## src/rtl/i2s_rx_pkg.sv

```systemverilog
// Shared constants and types for the serial audio receiver.
package i2s_rx_pkg;
    localparam int SLOT_BITS_DEF   = 32;  // bit clocks per channel slot
    localparam int PCM_BITS_DEF    = 16;  // bits kept per sample
    localparam int SYNC_STAGES_DEF = 2;   // synchronizer depth

    typedef enum logic {
        CH_LEFT  = 1'b0,
        CH_RIGHT = 1'b1
    } chan_e;
endpackage

```

## src/rtl/i2s_rx_sync.sv

```systemverilog
// Synchronizes the three serial lines into the system clock domain.
// It gives a one-cycle strobe on each rising bit-clock edge, plus the
// word-select and data values that were captured with that edge.
// Assumes the system clock is fast enough that each bit-clock phase
// lasts several system cycles.
module i2s_rx_sync #(
    parameter int STAGES = 2
) (
    input  logic clk,
    input  logic rst_n,
    input  logic bclk_in,
    input  logic ws_in,
    input  logic sd_in,
    output logic bit_rise,
    output logic ws_s,
    output logic sd_s
);
    localparam int LAST = STAGES - 1;

    logic [2:0] stage_q [STAGES];
    logic       bclk_prev;

    // Move all three lines through the same number of flops so they stay aligned.
    always_ff @(posedge clk) begin
        if (!rst_n) begin
            for (int i = 0; i < STAGES; i++) stage_q[i] <= '0;
            bclk_prev <= 1'b0;
        end else begin
            stage_q[0] <= {bclk_in, ws_in, sd_in};
            for (int i = 1; i < STAGES; i++) stage_q[i] <= stage_q[i-1];
            bclk_prev <= stage_q[LAST][2];
        end
    end

    // Rising edge: the synchronized bit clock is high now and was low one cycle ago.
    assign bit_rise = stage_q[LAST][2] & ~bclk_prev;
    assign ws_s     = stage_q[LAST][1];
    assign sd_s     = stage_q[LAST][0];
endmodule

```

## src/rtl/i2s_rx_framer.sv

```systemverilog
// Works out which channel each received bit belongs to, finds slot
// starts, and counts bit positions within the current slot. In standard
// mode it uses word select delayed by one bit, so the MSB always lands at
// position 0. The first two bit edges after reset only learn the line
// levels. A counter parked at SLOT_BITS means "no slot in progress".
module i2s_rx_framer
    import i2s_rx_pkg::*;
#(
    parameter int SLOT_BITS = 32,
    parameter int CNT_W     = 6
) (
    input  logic             clk,
    input  logic             rst_n,
    input  logic             msb_justified,
    input  logic             bit_rise,
    input  logic             ws_s,
    output chan_e            chan,
    output logic             slot_start,
    output logic [CNT_W-1:0] slot_cnt
);
    localparam logic [CNT_W-1:0] CNT_FULL = CNT_W'(SLOT_BITS);
    localparam logic [CNT_W-1:0] CNT_ONE  = CNT_W'(1);

    logic       ws_d1;
    chan_e      chan_prev;
    logic [1:0] prime_q;
    logic       primed;

    // Channel of the bit being taken now, after the mode's alignment.
    assign chan       = chan_e'(msb_justified ? ws_s : ws_d1);
    assign primed     = prime_q[1];
    assign slot_start = bit_rise && primed && (chan != chan_prev);

    // Keep the word-select history, the priming count and the bit position.
    always_ff @(posedge clk) begin
        if (!rst_n) begin
            ws_d1     <= 1'b0;
            chan_prev <= CH_LEFT;
            prime_q   <= 2'd0;
            slot_cnt  <= CNT_FULL;
        end else if (bit_rise) begin
            ws_d1     <= ws_s;
            chan_prev <= chan;
            if (!primed) prime_q <= prime_q + 2'd1;
            if (slot_start)
                slot_cnt <= CNT_ONE;
            else if (slot_cnt != CNT_FULL)
                slot_cnt <= slot_cnt + CNT_ONE;
        end
    end
endmodule

```

## src/rtl/i2s_rx_assembler.sv

```systemverilog
// Collects the leading PCM_BITS of each slot into a holding register for
// its channel. It presents the pair when the right slot's final bit
// arrives, but only if the left slot of the same frame reached PCM_BITS.
// Assumes 2 <= PCM_BITS <= SLOT_BITS.
module i2s_rx_assembler
    import i2s_rx_pkg::*;
#(
    parameter int SLOT_BITS = 32,
    parameter int PCM_BITS  = 16,
    parameter int CNT_W     = 6
) (
    input  logic                clk,
    input  logic                rst_n,
    input  logic                bit_rise,
    input  logic                slot_start,
    input  chan_e               chan,
    input  logic [CNT_W-1:0]    slot_cnt,
    input  logic                sd_s,
    output logic                pair_valid,
    output logic [PCM_BITS-1:0] left_pcm,
    output logic [PCM_BITS-1:0] right_pcm
);
    localparam logic [CNT_W-1:0] LAST_PCM  = CNT_W'(PCM_BITS - 1);
    localparam logic [CNT_W-1:0] LAST_SLOT = CNT_W'(SLOT_BITS - 1);

    logic [PCM_BITS-2:0] shreg;
    logic [PCM_BITS-1:0] word;
    logic [PCM_BITS-1:0] left_hold;
    logic [PCM_BITS-1:0] right_hold;
    logic                left_ok;
    logic                word_done;
    logic                frame_done;

    assign word       = {shreg, sd_s};
    assign word_done  = bit_rise && !slot_start && (slot_cnt == LAST_PCM);
    assign frame_done = bit_rise && !slot_start && (chan == CH_RIGHT)
                        && (slot_cnt == LAST_SLOT) && left_ok;

    // Shift in the first bits of a slot and keep them once the sample is complete.
    always_ff @(posedge clk) begin
        if (!rst_n) begin
            shreg      <= '0;
            left_hold  <= '0;
            right_hold <= '0;
            left_ok    <= 1'b0;
        end else if (bit_rise) begin
            if (slot_start) begin
                shreg    <= '0;
                shreg[0] <= sd_s;
                if (chan == CH_LEFT) left_ok <= 1'b0;
            end else if (slot_cnt < LAST_PCM) begin
                shreg <= word[PCM_BITS-2:0];
            end
            if (word_done) begin
                if (chan == CH_LEFT) begin
                    left_hold <= word;
                    left_ok   <= 1'b1;
                end else begin
                    right_hold <= word;
                end
            end
            if (frame_done) left_ok <= 1'b0;
        end
    end

    // Present the pair with a one-cycle pulse; otherwise hold the outputs.
    always_ff @(posedge clk) begin
        if (!rst_n) begin
            pair_valid <= 1'b0;
            left_pcm   <= '0;
            right_pcm  <= '0;
        end else begin
            pair_valid <= frame_done;
            if (frame_done) begin
                left_pcm  <= left_hold;
                right_pcm <= right_hold;
            end
        end
    end
endmodule

```

## src/rtl/i2s_slave_rx.sv

```systemverilog
// Top of the stereo serial audio slave receiver. It connects the
// synchronizer, the slot framer and the sample assembler. The bit clock
// and word select come from an external master and are oversampled by
// clk. msb_justified selects the alignment of the MSB to the word-select edge.
module i2s_slave_rx
    import i2s_rx_pkg::*;
#(
    parameter int SLOT_BITS   = SLOT_BITS_DEF,
    parameter int PCM_BITS    = PCM_BITS_DEF,
    parameter int SYNC_STAGES = SYNC_STAGES_DEF
) (
    input  logic                clk,
    input  logic                rst_n,
    input  logic                msb_justified,
    input  logic                bclk_in,
    input  logic                ws_in,
    input  logic                sd_in,
    output logic [PCM_BITS-1:0] left_pcm,
    output logic [PCM_BITS-1:0] right_pcm,
    output logic                pair_valid
);
    localparam int CNT_W = $clog2(SLOT_BITS + 1);

    logic             bit_rise;
    logic             ws_s;
    logic             sd_s;
    chan_e            cur_chan;
    logic             slot_start;
    logic [CNT_W-1:0] slot_cnt;

    i2s_rx_sync #(.STAGES(SYNC_STAGES)) u_sync (
        .clk      (clk),
        .rst_n    (rst_n),
        .bclk_in  (bclk_in),
        .ws_in    (ws_in),
        .sd_in    (sd_in),
        .bit_rise (bit_rise),
        .ws_s     (ws_s),
        .sd_s     (sd_s)
    );

    i2s_rx_framer #(.SLOT_BITS(SLOT_BITS), .CNT_W(CNT_W)) u_framer (
        .clk           (clk),
        .rst_n         (rst_n),
        .msb_justified (msb_justified),
        .bit_rise      (bit_rise),
        .ws_s          (ws_s),
        .chan          (cur_chan),
        .slot_start    (slot_start),
        .slot_cnt      (slot_cnt)
    );

    i2s_rx_assembler #(.SLOT_BITS(SLOT_BITS), .PCM_BITS(PCM_BITS), .CNT_W(CNT_W)) u_asm (
        .clk        (clk),
        .rst_n      (rst_n),
        .bit_rise   (bit_rise),
        .slot_start (slot_start),
        .chan       (cur_chan),
        .slot_cnt   (slot_cnt),
        .sd_s       (sd_s),
        .pair_valid (pair_valid),
        .left_pcm   (left_pcm),
        .right_pcm  (right_pcm)
    );
endmodule

```

## config.mk

```make
export PLATFORM = sky130hd
export DESIGN_NAME = i2s_slave_rx
export DESIGN_NICKNAME = d
export VERILOG_FILES = /design/src/rtl/i2s_rx_pkg.sv /design/src/rtl/i2s_rx_sync.sv /design/src/rtl/i2s_rx_framer.sv /design/src/rtl/i2s_rx_assembler.sv /design/src/rtl/i2s_slave_rx.sv
export SDC_FILE = /design/constraint.sdc
export NUM_CORES = 1
export LEC_CHECK = 0
export ABC_AREA = 1
export BUFFER_PORTS_ARGS = -buffer_cell sky130_fd_sc_hd__clkbuf_2
export CAP_MARGIN = 20
export CORE_ASPECT_RATIO = 1.4
export CORE_MARGIN = 1
export CORE_UTILIZATION = 29
export CTS_BUF_LIST = sky130_fd_sc_hd__clkbuf_8
export CTS_CLUSTER_DIAMETER = 200
export CTS_CLUSTER_SIZE = 10
export DETAILED_ROUTE_END_ITERATION = 6
export PLACE_DENSITY_LB_ADDON = 0.15
export RECOVER_POWER = 100
export SYNTH_ARGS = -nofsm -noshare
export SYNTH_HDL_FRONTEND = slang
export SYNTH_SLANG_ARGS = --single-unit
```

## constraint.sdc

```tcl
create_clock -name clk -period 2.02 [get_ports clk]
set_clock_uncertainty 0.15 [all_clocks]
set_input_delay 0.404 -clock clk [delete_from_list [all_inputs] [get_ports clk]]
set_output_delay 0.404 -clock clk [all_outputs]
set_load 0.01 [all_outputs]
```

-- After elaboration in Yosys (flattened, before gate mapping)
Memory sizes are Yosys's and may differ from the RTL's.
Cells that the tools add are included.
- RAM bits: 6
- register bits: 92
- memories kept: 1
- output and inout bits: 33
- bits of input ports: 6
- memory list (memory ; words ; width ; rd ports ; clocked after memory_dff ; wr ports ; RTL line ; source):
    u_sync.stage_q ; 2 ; 3 ; 2 ; 0 ; 2 ; i2s_rx_sync.sv:20 ; logic [2:0] stage_q [STAGES];
- eq/ne operators: 4
- magnitude comparators: 1
- add/subtract/negate cells: 2
- bitwise logic cells: 6
- muxes and demuxes: 15
- reductions and logical operators: 15
- operators with widths (cell ; count):
    2-to-1 mux 15 bit ; 2
    2-to-1 mux 6 bit ; 2
    2-to-1 mux 1 bit ; 8
    logical AND 1 bit ; 7
    adder 6 x 1 -> 6 bit (second input constant) ; 1
    == test 6 x 4 -> 1 bit (second input constant) ; 1
    == test 6 x 5 -> 1 bit (second input constant) ; 1
    less-than comparator 6 x 4 -> 1 bit (second input constant) ; 1
    2-to-1 mux 3 bit ; 2
    != test 6 bit (second input constant) ; 1
    AND reduction 2 bit ; 3
    AND reduction 3 bit ; 2
    nonzero test 2 bit ; 2
    inverter 1 bit ; 3
    adder 2 x 1 -> 2 bit (second input constant) ; 1
    2-to-1 mux 2 bit ; 1
    bitwise OR 1 bit ; 2
    bitwise AND 1 bit ; 1
    logical NOT 1 bit ; 1
    != test 1 bit ; 1

-- Logic depth before layout (Yosys ltp)
- depth after elaboration: 10
- gate-level depth with buffers: 10
- depth with buffers taken out: 9

-- By module
A second synthesis with hierarchy kept.
- cells, all modules: 481
- area, all modules: 3722.3 um2
- modules (own cells, without submodules) (module ; sequential area each (um2) ; instances ; cells an instance ; area each (um2)):
    i2s_rx_assembler ; 1621.6 ; 1 ; 370 ; 2925.3
    i2s_rx_framer ; 200.2 ; 1 ; 88 ; 596.8
    i2s_rx_sync ; 140.1 ; 1 ; 23 ; 200.2

-- Worst setup path after synthesis
Ideal clock, no wire load.
- kind: flip-flop to flip-flop
- from: register u_framer.slot_cnt[0]
- to: register u_asm.left_pcm[10]
- cell stages (with the launch flop): 11
- data required time: 1.806 ns
- setup time: 0.064 ns
- arrival: 1.490 ns
- slack: 0.316 ns
- cell sequence: dfxtp_1 > ha_1 > nand3_2 > clkinv_1 > nand3_2 > nor2_4 > and2_1 > buf_4 > buf_6 > nor2_1 > nor2_1
- word-level cells in the longest chain between the ends: 3
- ends and longest elaborated chain (element ; RTL line ; source):
    from (decl) ; i2s_rx_framer.sv:19 ; output logic [CNT_W-1:0] slot_cnt
    from (signal assigned) ; i2s_rx_framer.sv:48 ; slot_cnt <= slot_cnt + CNT_ONE;
    == test 6 x 5 -> 1 bit ; i2s_rx_assembler.sv:37 ; && (slot_cnt == LAST_SLOT) && left_ok;
    logical AND 1 bit (2 in a row) ; i2s_rx_assembler.sv:37 ;
    to (signal assigned) ; i2s_rx_assembler.sv:75 ; left_pcm <= left_hold;
    to (decl) ; i2s_rx_assembler.sv:20 ; output logic [PCM_BITS-1:0] left_pcm,
No other way between the ends.
A chain may end at the register's enable or synchronous reset.

-- Final worst setup path
- from: register u_framer.slot_cnt[0]
- to: register u_asm.left_hold[7]
- word-level cells in the longest chain between the ends: 3
- ends and longest elaborated chain (element ; RTL line ; source):
    == test 6 x 4 -> 1 bit ; i2s_rx_assembler.sv:35 ; assign word_done = bit_rise && !slot_start && (slot_cnt == LAST_PCM);
    logical AND 1 bit ; i2s_rx_assembler.sv:35 ;
    AND reduction 3 bit (no line) ; -- ;
    to (signal assigned) ; i2s_rx_assembler.sv:56 ; left_hold <= word;
    to (decl) ; i2s_rx_assembler.sv:28 ; logic [PCM_BITS-1:0] left_hold;
No other way between the ends.

==> flow_summary.ini <==
[route]
drcViolationCount = 0
via_per_inst = 4.276
postRouteWirelength_mm = 8.978
drt_iter0_markers = 108
dr.pass1.iters = 4
ant_nets = 0
via_count = 3378
wl_per_cell_um = 11.36

[timing]
holdWs_ns = 0.05753
fmax_ghz = 0.5522
period_needed_ns = 1.811
finalSetupTns_ns = 0
rsz0062_at_grt = false
final_max_slew_viol_count = 0
worst_pin_slew_ns = 0.6956
min_period_over_period = 0.8966
hold_viol_final = 0
max_slew_margin = 0.5363
setup_viol = 0

[clock_network]
clk_path_buf_depth = 2
htree_levels = 3
clk_latency_ns = 0.37
cts_tree = yes
clk_pin_slew_ns = 0.10
cts_setup_buffers = 0
clock_sinks = 98
numCtsBuffers = 9
ctsResizeCount = 0
ctsRootBufferMaster = clkbuf_8
cts-hold-fix-buffers = 0

[die]
initial_core_util = 0.2975
placementRows = 50
die-area_um2 = 14210
die_y_um = 140.7
io_pins = 39
coreArea_um2 = 13390
dieWidth_um = 101.0

[place]
port_buffers = 38
gp_congestion = 0.7846
post-dp-hpwl_mm = 5.969

[global_routing]
grt_pass1_vias = 3293
grt_pass1_wl_mm = 15.74
grt_max_degree = 67
antenna_found_initial = 0
gr-usage-all-layers = 0.1396
overflow = 0

[setup_path]
worstSetupPathType = flip-flop to flip-flop
path_cells = ha_1 > nand3_2 > nor2_1 > o211ai_1 > buf_12 > nor2_1 > nor2_1
cp_slowest_stage_delay_ns = 0.40
worst_setup_path_end_kind = flip-flop
cp_max_fo = 33
cp_slowest_cell = dfxtp_1
crit_required_ns = 2.14
start_kind = flip-flop
crit_top_cell = nor2_1
arrival_ns = 1.93

[logic_synthesis]
syn_nets = 580
ys.flop_type = dfxtp_1
synth-seq-cells = 98
ys_warn_count = 0
yosysSeqAreaShare = 0.4926
synth_edf_count = 0
ys_types = 23
syn_area_um2 = 3983
synthArstFlopShare = 0
post_synth.cell_area_avg_um2 = 6.963
syn_inst = 572

[run]
drv_cap = 0

[layout]
multi_input_area_um2 = 1655
area_delta_synth_final_pct = 14.61
drive_above_1_share = 0.05757
diodes = 0
seq_area_um2 = 1962
fillers = 1535
fin_nets = 611

[worst_hold_path]
hold_class = primary input to flip-flop

[power_and_ir_drop]
totalPowerFinal_w = 0.003329
vdd_drop_max_mv = 0.3942
p_leak_nw = 2.121
power_density_nw_per_um2 = 729.4

[status]
status = complete, no violations
per-layer routing:
| metal | part of all wire | global-route usage |
|---|---|---|
| met5 | 0 | 0 |
| met1 | 0.48 | 0.1738 |
| met3 | 0.023 | 0.02231 |
| met4 | 0.018 | 0.05950 |
| met2 | 0.47 | 0.2359 |
cells in the mapped netlist (2+ instances only):
cell type / n / area [um^2]
nand3_1: 49 / 245.2
clkbuf_1: 17 / 63.81
inv_1: 56 / 210.2
xor2_1: 4 / 35.03
nand4_1: 16 / 100.1
nor3_1: 2 / 10.01
o211ai_1: 3 / 22.52
nand3_2: 2 / 20.02
buf_1: 3 / 11.26
dfxtp_1: 98 / 1962
buf_2: 7 / 35.03
a21oi_1: 21 / 105.1
nor2_1: 139 / 521.8
buf_6: 3 / 33.78
nand2_1: 143 / 536.8
ha_1: 2 / 25.02
placed cells by master, fill, tap and decap left out, types with 2 or more instances in the layout:
cell and n:
buf_12 5, dfxtp_1 98, clkinvlp_4 2, nand3_2 2, ha_1 2, o211ai_1 3, buf_4 5, a21oi_1 21
clkbuf_1 35, xor2_1 4, nor2_1 139, nand3_1 49, nor3_1 2, inv_1 57, clkbuf_2 5, nand2_1 143
nand4_1 16, clkbuf_8 10
layout make-up:
class | instances | share of cell area
Inverter | 57 | 0.04687
Clock inverter | 6 | 0.01453
Timing Repair Buffer | 51 | 0.06606
Clock buffer | 10 | 0.03015
Tap cell | 182 | 0.04989
Multi-Input combinational cell | 386 | 0.3627
Sequential cell | 98 | 0.4298
worst max-delay path: cells and delay by family, from the launching register on:
kind                       cells  cell delay (ns)
AOI/OAI and AO/OA              1             0.16
buffers and inverters          1             0.20
and+or+nand+nor                4             0.54
adders and majority gates      1             0.23
DFF                            1             0.40
worst paths after layout:
kind	slack, ns	start	depth (start not counted)	endpoint
min	0.06	sd_in	3	u_sync.stage_q[0][0]
min reg2reg	0.27	u_sync.stage_q[0][0]	2	u_sync.stage_q[0][3]
max reg2reg	0.21	u_framer.slot_cnt[0]	7	u_asm.left_hold[7]
max	0.21	u_framer.slot_cnt[0]	7	u_asm.left_hold[7]
cells by family (layout without fill, tap and decap cells):
| group | after synthesis | count (layout) | share of synthesized area |
|---|---|---|---|
| buf+inv | 88 | 124 | 0.09173 |
| compound gates | 26 | 26 | 0.03456 |
| simple gates | 354 | 354 | 0.3660 |
| fa+ha+maj | 2 | 2 | 0.006282 |
| xor+xnor | 4 | 4 | 0.008796 |
| flops | 98 | 98 | 0.4926 |
state kept, by name (all words and copies together) (netlist names):
| register | flops |
|---|---|
| u_framer.prime_q | 2 |
| u_sync.bclk_prev | 1 |
| u_framer.slot_cnt | 6 |
| u_framer.ws_d1 | 1 |
| u_asm.right_pcm | 16 |
| u_framer.chan_prev | 1 |
| u_asm.left_hold | 16 |
| u_asm.left_ok | 1 |
| u_asm.shreg | 15 |
| u_sync.stage_q | 6 |
| u_asm.left_pcm | 16 |
| u_asm.right_hold | 16 |
| u_asm.pair_valid | 1 |
metrics by stage:
stage,cells,cell area [um^2],utilization,setup slack (ns)
CTS,790,4638,0.3464,0.1335
global route,790,4564,0.3409,0.01427
floorplan,572,3983,-,0.3162
global placement,774,4434,0.3312,0.1624
detailed placement,774,4434,0.3312,0.1357
finish,790,4564,0.3409,0.2089
power by group:
group | switching (W) | internal, W | leakage (nW)
combinational | 0.0000567 | 0.0000202 | 1.23
clock | 0.000700 | 0.000609 | 0.100
sequential | 0.00000474 | 0.00194 | 0.791
No activity file was read; power rests on OpenSTA's default activity.
